## src/rtl/eirq_pkg.sv

```systemverilog
package eirq_pkg;
  localparam int NUM_SRC      = 13;
  localparam int NORM_LO      = 0;
  localparam int NORM_HI      = 3;
  localparam int ABN_LO       = 4;
  localparam int ABN_HI       = 12;
  localparam int BIT_ABN_SUM  = 15;
  localparam int BIT_NORM_SUM = 16;
  localparam int BIT_CORE     = 27;
  localparam int OFF_STAT     = 0;
  localparam int OFF_EN       = 4;
  localparam int NUM_GRP      = 2;
  localparam int GRP_NORM     = 0;
  localparam int GRP_ABN      = 1;
endpackage

```

## src/rtl/eirq_src_bank.sv

```systemverilog
module eirq_src_bank #(
  parameter int N = 13
) (
  input  logic         clk,
  input  logic         rst,
  input  logic [N-1:0] evt,
  input  logic         clr_we,
  input  logic [N-1:0] clr_mask,
  output logic [N-1:0] stat
);
  logic [N-1:0] stat_q;

  for (genvar i = 0; i < N; i++) begin : g_bit
    logic clr_hit;
    assign clr_hit = clr_we & clr_mask[i];

    always_ff @(posedge clk) begin
      if (rst) stat_q[i] <= 1'b0;
      else     stat_q[i] <= evt[i] | (stat_q[i] & ~clr_hit);
    end

    AST_EVT_SETS: assert property (@(posedge clk) disable iff (rst)
      evt[i] |=> stat_q[i]);
    AST_EVT_WINS: assert property (@(posedge clk) disable iff (rst)
      (evt[i] && clr_hit) |=> stat_q[i]);
    AST_W1C_CLEARS: assert property (@(posedge clk) disable iff (rst)
      (stat_q[i] && clr_hit && !evt[i]) |=> !stat_q[i]);
    AST_ZERO_KEEPS: assert property (@(posedge clk) disable iff (rst)
      (stat_q[i] && !clr_hit) |=> stat_q[i]);
  end

  assign stat = stat_q;
endmodule

```

## src/rtl/eirq_group_or.sv

```systemverilog
module eirq_group_or #(
  parameter int W = 4
) (
  input  logic [W-1:0] stat,
  input  logic [W-1:0] en,
  output logic         hit
);
  assign hit = |(stat & en);
endmodule

```

## src/rtl/eirq_line.sv

```systemverilog
module eirq_line #(
  parameter int G = 2
) (
  input  logic         clk,
  input  logic         rst,
  input  logic [G-1:0] grp_hit,
  input  logic [G-1:0] grp_en,
  input  logic         core_bit,
  input  logic         core_en,
  output logic         irq
);
  logic req;
  logic irq_q;

  assign req = (|(grp_hit & grp_en)) | (core_bit & core_en);

  always_ff @(posedge clk) begin
    if (rst) irq_q <= 1'b0;
    else     irq_q <= req;
  end

  assign irq = irq_q;
endmodule

```

## src/rtl/eth_irq_aggregator.sv

```systemverilog
module eth_irq_aggregator
  import eirq_pkg::*;
#(
  parameter int DATA_W = 32,
  parameter int ADDR_W = 4
) (
  input  logic                clk,
  input  logic                rst,
  input  logic [NUM_SRC-1:0]  dma_evt,
  input  logic                core_evt,
  input  logic                reg_wr,
  input  logic                reg_rd,
  input  logic [ADDR_W-1:0]   reg_addr,
  input  logic [DATA_W-1:0]   reg_wdata,
  output logic [DATA_W-1:0]   reg_rdata,
  output logic                irq
);
  localparam int N = NUM_SRC;
  localparam logic [ADDR_W-1:0] A_STAT = ADDR_W'(OFF_STAT);
  localparam logic [ADDR_W-1:0] A_EN   = ADDR_W'(OFF_EN);

  function automatic logic [DATA_W-1:0] en_mask_f();
    logic [DATA_W-1:0] m;
    m = '0;
    for (int k = 0; k < N; k++) m[k] = 1'b1;
    m[BIT_ABN_SUM]  = 1'b1;
    m[BIT_NORM_SUM] = 1'b1;
    m[BIT_CORE]     = 1'b1;
    return m;
  endfunction
  localparam logic [DATA_W-1:0] EN_MASK = en_mask_f();

  logic                wr_stat, wr_en;
  logic [N-1:0]        stat_src;
  logic [DATA_W-1:0]   en_q;
  logic                core_q;
  logic [NUM_GRP-1:0]  grp_hit;
  logic [NUM_GRP-1:0]  grp_en;
  logic [DATA_W-1:0]   stat_word;
  logic [DATA_W-1:0]   rdata_q;

  assign wr_stat = reg_wr && (reg_addr == A_STAT);
  assign wr_en   = reg_wr && (reg_addr == A_EN);

  eirq_src_bank #(.N(N)) u_bank (
    .clk      (clk),
    .rst      (rst),
    .evt      (dma_evt),
    .clr_we   (wr_stat),
    .clr_mask (reg_wdata[N-1:0]),
    .stat     (stat_src)
  );

  always_ff @(posedge clk) begin
    if (rst) begin
      en_q   <= '0;
      core_q <= 1'b0;
    end else begin
      core_q <= core_evt;
      if (wr_en) en_q <= reg_wdata & EN_MASK;
    end
  end

  for (genvar g = 0; g < NUM_GRP; g++) begin : g_grp
    localparam int LO = (g == GRP_NORM) ? NORM_LO : ABN_LO;
    localparam int HI = (g == GRP_NORM) ? NORM_HI : ABN_HI;
    eirq_group_or #(.W(HI - LO + 1)) u_or (
      .stat (stat_src[HI:LO]),
      .en   (en_q[HI:LO]),
      .hit  (grp_hit[g])
    );
  end

  assign grp_en[GRP_NORM] = en_q[BIT_NORM_SUM];
  assign grp_en[GRP_ABN]  = en_q[BIT_ABN_SUM];

  eirq_line #(.G(NUM_GRP)) u_line (
    .clk      (clk),
    .rst      (rst),
    .grp_hit  (grp_hit),
    .grp_en   (grp_en),
    .core_bit (core_q),
    .core_en  (en_q[BIT_CORE]),
    .irq      (irq)
  );

  always_comb begin
    stat_word               = '0;
    stat_word[N-1:0]        = stat_src;
    stat_word[BIT_ABN_SUM]  = grp_hit[GRP_ABN];
    stat_word[BIT_NORM_SUM] = grp_hit[GRP_NORM];
    stat_word[BIT_CORE]     = core_q;
  end

  always_ff @(posedge clk) begin
    if (rst) rdata_q <= '0;
    else if (reg_rd) begin
      if      (reg_addr == A_STAT) rdata_q <= stat_word;
      else if (reg_addr == A_EN)   rdata_q <= en_q;
      else                         rdata_q <= '0;
    end
  end

  assign reg_rdata = rdata_q;

  AST_NORM_RAISES: assert property (@(posedge clk) disable iff (rst)
    ((|(stat_src[NORM_HI:NORM_LO] & en_q[NORM_HI:NORM_LO])) && en_q[BIT_NORM_SUM]) |=> irq);
  AST_ABN_RAISES: assert property (@(posedge clk) disable iff (rst)
    ((|(stat_src[ABN_HI:ABN_LO] & en_q[ABN_HI:ABN_LO])) && en_q[BIT_ABN_SUM]) |=> irq);
  AST_QUIET_LOW: assert property (@(posedge clk) disable iff (rst)
    (!((|(stat_src[NORM_HI:NORM_LO] & en_q[NORM_HI:NORM_LO])) && en_q[BIT_NORM_SUM]) &&
     !((|(stat_src[ABN_HI:ABN_LO] & en_q[ABN_HI:ABN_LO])) && en_q[BIT_ABN_SUM]) &&
     !(core_q && en_q[BIT_CORE])) |=> !irq);
  AST_CORE_MIRROR: assert property (@(posedge clk) disable iff (rst)
    !$past(rst) |-> (stat_word[BIT_CORE] == $past(core_evt)));
  AST_EN_RESERVED: assert property (@(posedge clk) disable iff (rst)
    (en_q & ~EN_MASK) == '0);
endmodule

```

## config.mk

```make
export PLATFORM = sky130hd
export DESIGN_NAME = eth_irq_aggregator
export DESIGN_NICKNAME = d
export VERILOG_FILES = /design/src/rtl/eirq_pkg.sv /design/src/rtl/eirq_src_bank.sv /design/src/rtl/eirq_group_or.sv /design/src/rtl/eirq_line.sv /design/src/rtl/eth_irq_aggregator.sv
export SDC_FILE = /design/constraint.sdc
export NUM_CORES = 1
export LEC_CHECK = 0
export ABC_AREA = 1
export ABC_CLOCK_PERIOD_IN_PS = 1650
export BUFFER_PORTS_ARGS = -buffer_cell sky130_fd_sc_hd__buf_2
export CORE_MARGIN = 2
export CORE_UTILIZATION = 49
export DETAILED_ROUTE_END_ITERATION = 8
export PLACE_DENSITY = 0.8
export SYNTH_ARGS = -nofsm -noshare
export SYNTH_HDL_FRONTEND = slang
export SYNTH_SLANG_ARGS = --single-unit
```

## constraint.sdc

```tcl
create_clock -name clk -period 1.65 [get_ports clk]
set_input_delay 0.165 -clock clk [delete_from_list [all_inputs] [get_ports clk]]
set_output_delay 0.165 -clock clk [all_outputs]
set_load 0.03 [all_outputs]
```

; ---- Yosys cells after proc, flatten, opt, wreduce, memory -nomap -nowiden
; Index checks and enable logic that the tools add are counted.
[classes]
mux = 2
n_bitwise = 57
n_reduce_logical = 6
eq_ne = 1
[ops]
columns = operator, count
row1 = $mux 28, 2
row2 = $and 1x1->1, 27
row3 = $or 1x1->1, 14
row4 = $not 1->1, 13
row5 = $and 9x9->9, 1
row6 = $reduce_or 9->1, 1
row7 = $and 4x4->4, 1
row8 = $eq 4x3->1 const B, 1
row9 = $logic_not 4->1, 1
row10 = $reduce_or 4->1, 1
row11 = $and 2x2->2, 1
row12 = $logic_and 1x1->1, 2
row13 = $reduce_or 2->1, 1
[totals]
output_inout_bits = 33
ff_bits = 63
elab_cells = 83
in_bits = 54

; ---- Longest topological paths before layout
; Gate-level depths: netlist (run 1).
[logic_depth]
depth_word = 6
ltp_mapped = 8
ltp_nobuf = 7

; ---- Modules after synthesis
; Synthesis (run 1) repeated with hierarchy kept, for this count alone.
[hier_totals]
hier_cells = 367
area_unflattened_um2 = 2362.3
[modules_own_cells]
columns = module, area_each_um2, instances, cells_per_inst, seq_area_each_um2
row1 = eth_irq_aggregator, 1716.6, 1, 265, 660.6
row2 = eirq_src_bank, 495.5, 1, 67, 260.2
row3 = eirq_group_or (g_grp[1].u_or), 68.8, 1, 18, 0.0
row4 = eirq_line, 47.5, 1, 8, 20.0
row5 = eirq_group_or (g_grp[0].u_or), 33.8, 1, 9, 0.0

; ---- Least setup slack after synthesis (run 1)
; Ideal clock, no wire load.
[synth_timing]
path_type = input-to-reg
from = input port reg_addr[1]
to = register u_bank.stat_q[10] (netlist: u_bank.stat[10])
required_time_ns = 1.518
cell_stages = 7
setup_time_ns = 0.132
t_arrival_ns = 0.790
path_buffers = 1
path_slack_ns = 0.728
path_cell_list = nor2_4 nand3_4 nor2_4 buf_6 nand2_1 nand2_1 a21oi_1
[synth_between]
elab_chain_cells = 6
[synth_lines]
columns = element, line_no
row1 = from (decl), eth_irq_aggregator.sv:13  ; input logic [ADDR_W-1:0] reg_addr,
row2 = $logic_not 4->1, eth_irq_aggregator.sv:42  ; assign wr_stat = reg_wr && (reg_addr == A_STAT);
row3 = $logic_and 1x1->1, eth_irq_aggregator.sv:42
row4 = $and 1x1->1, eirq_src_bank.sv:15  ; assign clr_hit = clr_we & clr_mask[i];
row5 = $not 1->1, eirq_src_bank.sv:19  ; else stat_q[i] <= evt[i] | (stat_q[i] & ~clr_hit);
row6 = $and 1x1->1, eirq_src_bank.sv:19
row7 = $or 1x1->1, eirq_src_bank.sv:19
row8 = "to (signal, indexed assignment)", eirq_src_bank.sv:19
row9 = to (decl), eirq_src_bank.sv:11  ; logic [N-1:0] stat_q;
; Every way passes these cells.
; A chain may end at the register's enable or synchronous reset.

; ---- Worst setup path after layout (run 1)
[layout_timing]
from = register rdata_q[10] (netlist: reg_rdata[10])
to = output port reg_rdata[10]
[layout_rtl]
columns = element, line_no
row1 = from (decl), eth_irq_aggregator.sv:40  ; logic [DATA_W-1:0] rdata_q;
row2 = from (signal assigned), eth_irq_aggregator.sv:98  ; if (reg_addr == A_STAT) rdata_q <= stat_word;
row3 = from (signal assigned), eth_irq_aggregator.sv:99  ; else if (reg_addr == A_EN) rdata_q <= en_q;
row4 = to (decl), eth_irq_aggregator.sv:15  ; output logic [DATA_W-1:0] reg_rdata,
; No word-level cell between the ends.

==> results.json, run 1 <==
{
  "cts_made_buffers": 5,
  "syn_to_final_growth_pct": 14.3,
  "slew_viol_final": 0,
  "synth.largest_area_cell": "dfxtp_1",
  "viasPerCell": 4.60,
  "ys_ff_latch": 47,
  "period_minus_slack_ps": 999,
  "layoutNonFillerInstCount": 416,
  "avgSynthCellArea_sq_um": 7.23,
  "p_leak_nw": 1.31,
  "cts_max_level": 2,
  "cts_tree": "done",
  "synth_area_sq_mm": 0.00226,
  "drive_gt1_share_pct": 24.7,
  "cts_resized": 0,
  "yosys-top-cells-area": "dfxtp_1, nand2_1, inv_1, a21oi_1, nor2_1",
  "ios": 87,
  "core_sq_mm": 0.00441,
  "die_x_microns": 71.9,
  "worstMarginPinSlew_ps": 499,
  "insertion_delay_ps": 290,
  "detail_route.iter0.violations": 95,
  "start_kind": "flop",
  "cts_root_buffer": "clkbuf_8",
  "start_util_pct": 51.2,
  "vias": 1913,
  "p_total_mw": 2.29,
  "cp-end-kind": "output port",
  "globalplace.congestion": 0.755,
  "clk_pin_slew_ps": 80,
  "clockBufferDepth": 2,
  "grt_pass1_vias": 1626,
  "rsz0062_at_grt": "no",
  "io_buffers": 54,
  "place_hpwl_microns": 2990,
  "yosysTopAreaCellShare_pct": 41.6,
  "crit_type": "flop to output port",
  "comb_power_share_pct": 14.6,
  "die_h_microns": 71.9,
  "cts_setup_buffers": 0,
  "ff_latch_area_sq_um": 941,
  "cap_violations": 0,
  "hold_path.class": "primary input to flop",
  "path_cells": "buf_2",
  "min_period_over_period_pct": 60.5,
  "multi_input_area_sq_um": 980,
  "ant_nets": 0,
  "crit_family": "flip-flops",
  "rows": 24,
  "grt_pass1_wl_microns": 7250,
  "ys_seq_area_share_pct": 41.6,
  "fill_cells": 429,
  "slew_headroom_pct": 66.7,
  "power.density_mw_per_mm2": 888,
  "die_area_sq_mm": 0.00518,
  "cp_slowest_cell": "dfxtp_1",
  "power.switching_mw": 0.613,
  "cp_data_required_time_ps": 1480,
  "nets": 417,
  "grt_max_degree": 33,
  "antenna_found_initial": 0,
  "synth.distinct_cells": 23,
  "clock.fmax_mhz": 1000,
  "wire_per_inst_microns": 10.7,
  "clock_skew_ps": 3.49,
  "tns_ps": 0,
  "yosys_warnings": 0,
  "p_int_mw": 1.68,
  "grt_usage_pct": 17.8,
  "setup_viol": 0,
  "hold_violations": 0,
  "cpPeakStageDelay_ps": 350,
  "dp.cells": 408,
  "first_pass_iters": 4,
  "clkPwrFrac_pct": 32.2,
  "synth_cells": 313,
  "worstPathArrival_ps": 830,
  "switching_share_pct": 26.7,
  "finish.utilization_pct": 58.6,
  "pwr-share-seq_pct": 53.1,
  "overflow": 0,
  "finalWirelength_microns": 4440,
  "cp_max_fo": 2,
  "crit_buf_inv": 1,
  "holdBufCountCts": 0,
  "diodes": 0,
  "peakVddDrop_uv": 465,
  "cts_sinks": 47,
  "drc": 0,
  "outcome": "complete, no violations"
}
## cell usage after synthesis
cell / n
a21oi_1: 31
buf_1: 1
buf_2: 7
buf_4: 16
buf_6: 2
buf_8: 1
clkbuf_1: 2
conb_1: 1
dfxtp_1: 47
inv_1: 49
inv_2: 1
inv_4: 1
nand2_1: 67
nand2_2: 10
nand3_1: 2
nand3_4: 1
nor2_1: 37
nor2_2: 1
nor2_4: 2
o211ai_1: 4
o211ai_2: 10
o21ai_0: 16
o21ai_1: 4
## power by group through the flow
stage,sequential (mW),combinational (mW),clock (mW)
floorplan,1.28,0.227,0
finish,1.22,0.336,0.739
detailed placement,1.25,0.338,0
global route,1.23,0.374,0.812
CTS,1.22,0.339,0.770
global placement,1.24,0.332,0
## per-layer routing
layer	up-vias	wire length (microns)	part of all wire (%)	track usage [%]
li1	1028	-	-	-
met1	828	1980	45	22.0
met2	53	2180	49	31.1
met3	4	246	5.5	4.72
met4	0	31	0.70	4.40
met5	-	0	0	0
## state kept, by name (all words and copies together), names as in the netlist
register,flops
reg_rdata,16
en_q,16
core_q,1
u_line.irq,1
u_bank.stat,13
## worst min-delay path: stages
cell	delay, ps
buf_2	70
inv_1	30
nor2_1	60
## path summary, 6_finish.rpt
kind	start	end	slack, ps	cells after the start
setup / recovery	reg_rdata[10]	reg_rdata[10]	650	1
setup reg to reg	u_bank.stat[3]	u_line.irq	690	6
hold reg to reg	en_q[11]	en_q[11]	470	2
hold / removal	core_evt	core_q	80	3
## through the flow
| stage | setup slack, ps | hold WS [ps] | cell area [sq um] |
|---|---|---|---|
| 2_1_floorplan | 728 | 272 | 2320 |
| 3_3_place_gp | 440 | 375 | 2480 |
| 3_5_place_dp | 391 | 377 | 2480 |
| 4_1_cts | 640 | 71.9 | 2580 |
| 5_1_grt | 586 | 83.3 | 2580 |
| 6_report | 651 | 77.8 | 2580 |
## cell type report
type / instances / area share (%)
timing repair buffer: 57 / 11.8
clock buffer: 8 / 3.87
sequential: 47 / 36.4
inverter: 51 / 7.50
tap: 52 / 2.52
multi-input combinational: 201 / 37.9
## kinds of logic after synthesis
| logic type | after synthesis | synth area share [%] |
|---|---|---|
| simple gates | 120 | 22.5 |
| buf+inv | 80 | 17.6 |
| compound gates | 65 | 18.1 |
| flops | 47 | 41.6 |
| other cells | 1 | 0.166 |
## cells in the final DEF (no fill, tap or decap), types with 4 or more instances in the layout
cell type | Yosys | routed
nand2_1 | 67 | 67
buf_2 | 7 | 54
inv_1 | 49 | 49
dfxtp_1 | 47 | 47
nor2_1 | 37 | 37
a21oi_1 | 31 | 31
o21ai_0 | 16 | 16
conb_1 | 1 | 16
nand2_2 | 10 | 10
o211ai_2 | 10 | 10
clkbuf_8 | 0 | 7
o211ai_1 | 4 | 4
o21ai_1 | 4 | 4
Power figures use the tool's default switching activity.
==> run 2: changes to the inputs <==
ABC_CLOCK_PERIOD_IN_PS = 1000   (was 1650)
clock period = 1 ns   (was 1.65 ns; I/O delays follow)
==> results.json, run 2 (synthesis results as in run 1) <==
{
  "outcome": "complete, no violations",
  "diodes": 0,
  "grt_pass1_wl_microns": 7590,
  "io_buffers": 54,
  "detail_route.iter0.violations": 117,
  "hold_path.class": "primary input to flop",
  "layout_setup_ws_ps": 60.1,
  "cts_tree": "done",
  "grt_max_degree": 33,
  "die_h_microns": 71.9,
  "p_total_mw": 3.75,
  "finalWirelength_microns": 4620,
  "finish.utilization_pct": 61.3,
  "overflow": 0,
  "crit_buf_inv": 1,
  "p_leak_nw": 1.37,
  "ios": 87,
  "cp.depth": 1,
  "placed_cell_area_sq_mm": 0.00260,
  "ant_nets": 0,
  "clk_pin_slew_ps": 80,
  "nets": 427,
  "whs_path_depth": 3,
  "crit_type": "flop to output port",
  "drive_gt1_share_pct": 27.3,
  "cts_setup_buffers": 0,
  "core_sq_mm": 0.00441,
  "cp_slowest_cell": "dfxtp_1",
  "die_area_sq_mm": 0.00518,
  "die_x_microns": 71.9,
  "path_cells": "buf_2",
  "viasPerCell": 4.66,
  "clock.fmax_mhz": 1060,
  "start_util_pct": 51.2,
  "regToRegSetupSlack_ps": 60,
  "setup_viol": 0,
  "cp_data_required_time_ps": 900,
  "final_cell_mix": "nand2_1, buf_2, inv_1, dfxtp_1, nor2_1",
  "peakVddDrop_uv": 893,
  "worstPathArrival_ps": 840,
  "globalplace.congestion": 0.749,
  "layoutNonFillerInstCount": 425,
  "cts_root_buffer": "clkbuf_8",
  "vias": 1981,
  "ff_latch_area_sq_um": 943,
  "r2r_cells": 6,
  "crit_family": "flip-flops",
  "hold_violations": 0,
  "dp.cells": 417,
  "fin_area_sq_mm": 0.00271,
  "grt_usage_pct": 18.8,
  "cts_made_buffers": 5,
  "place_ws_ps": -60.5,
  "first_pass_iters": 4,
  "cap_violations": 0,
  "clock_skew_ps": 4.46,
  "min_period_over_period_pct": 94.0,
  "cts_sinks": 47,
  "rsz0062_at_grt": "no",
  "layout_commonest_cell": "nand2_1",
  "place_hpwl_microns": 3340,
  "fill_cells": 399,
  "cp-end-kind": "output port",
  "start_kind": "flop",
  "cts_max_level": 2,
  "cpPeakStageDelay_ps": 340,
  "antenna_found_initial": 0,
  "grt_pass1_vias": 1746,
  "cp_max_fo": 2,
  "power.density_mw_per_mm2": 1380,
  "rows": 24,
  "syn_to_final_growth_pct": 19.6,
  "wire_per_inst_microns": 10.9,
  "period_minus_slack_ps": 940,
  "slew_viol_final": 0,
  "drc": 0,
  "clockBufferDepth": 2,
  "multi_input_area_sq_um": 982,
  "insertion_delay_ps": 300
}
-- run 2: layout make-up --
type                       count  area share (%)
tap                           52            2.41
inverter                      51            7.17
clock inverter                 1           0.185
timing repair buffer          67            16.0
sequential                    47            34.9
clock buffer                   6            3.05
multi-input combinational    201            36.3
-- run 2: report_power, final --
part	internal [mW]	total, mW	switching (mW)
clock	0.543	1.14	0.595
sequential	1.96	2.01	0.0551
combinational	0.214	0.594	0.380
-- run 2: what timing repair did --
action                                  4_1_cts  5_1_grt
gates resized for setup                       0        3
endpoints found under the setup margin        0        3
hold buffers                                  1        0
hold endpoints to repair                      1        0
-- run 2: stage by stage --
| stage | hold slack, ps | TNS, ps |
|---|---|---|
| final | 21.0 | 0 |
| after global routing | 24.2 | 0 |
| after CTS | 19.3 | 0 |
| after detailed placement | 310 | -1060 |
| after global placement | 308 | -600 |
| after floorplan | 207 | 0 |
-- run 2: worst paths after layout --
path                                     start              to
worst max-delay path             reg_rdata[15]   reg_rdata[15]
worst min-delay path                dma_evt[3]  u_bank.stat[3]
worst max register to register  u_bank.stat[1]      u_line.irq
worst min register to register        en_q[16]        en_q[16]
-- run 2: layer usage --
metal | GRT usage, % | share of wire (%)
met1 | 24.9 | 45
met4 | 5.03 | 1.0
met5 | 0 | 0
met2 | 30.5 | 48
met3 | 5.00 | 6.3
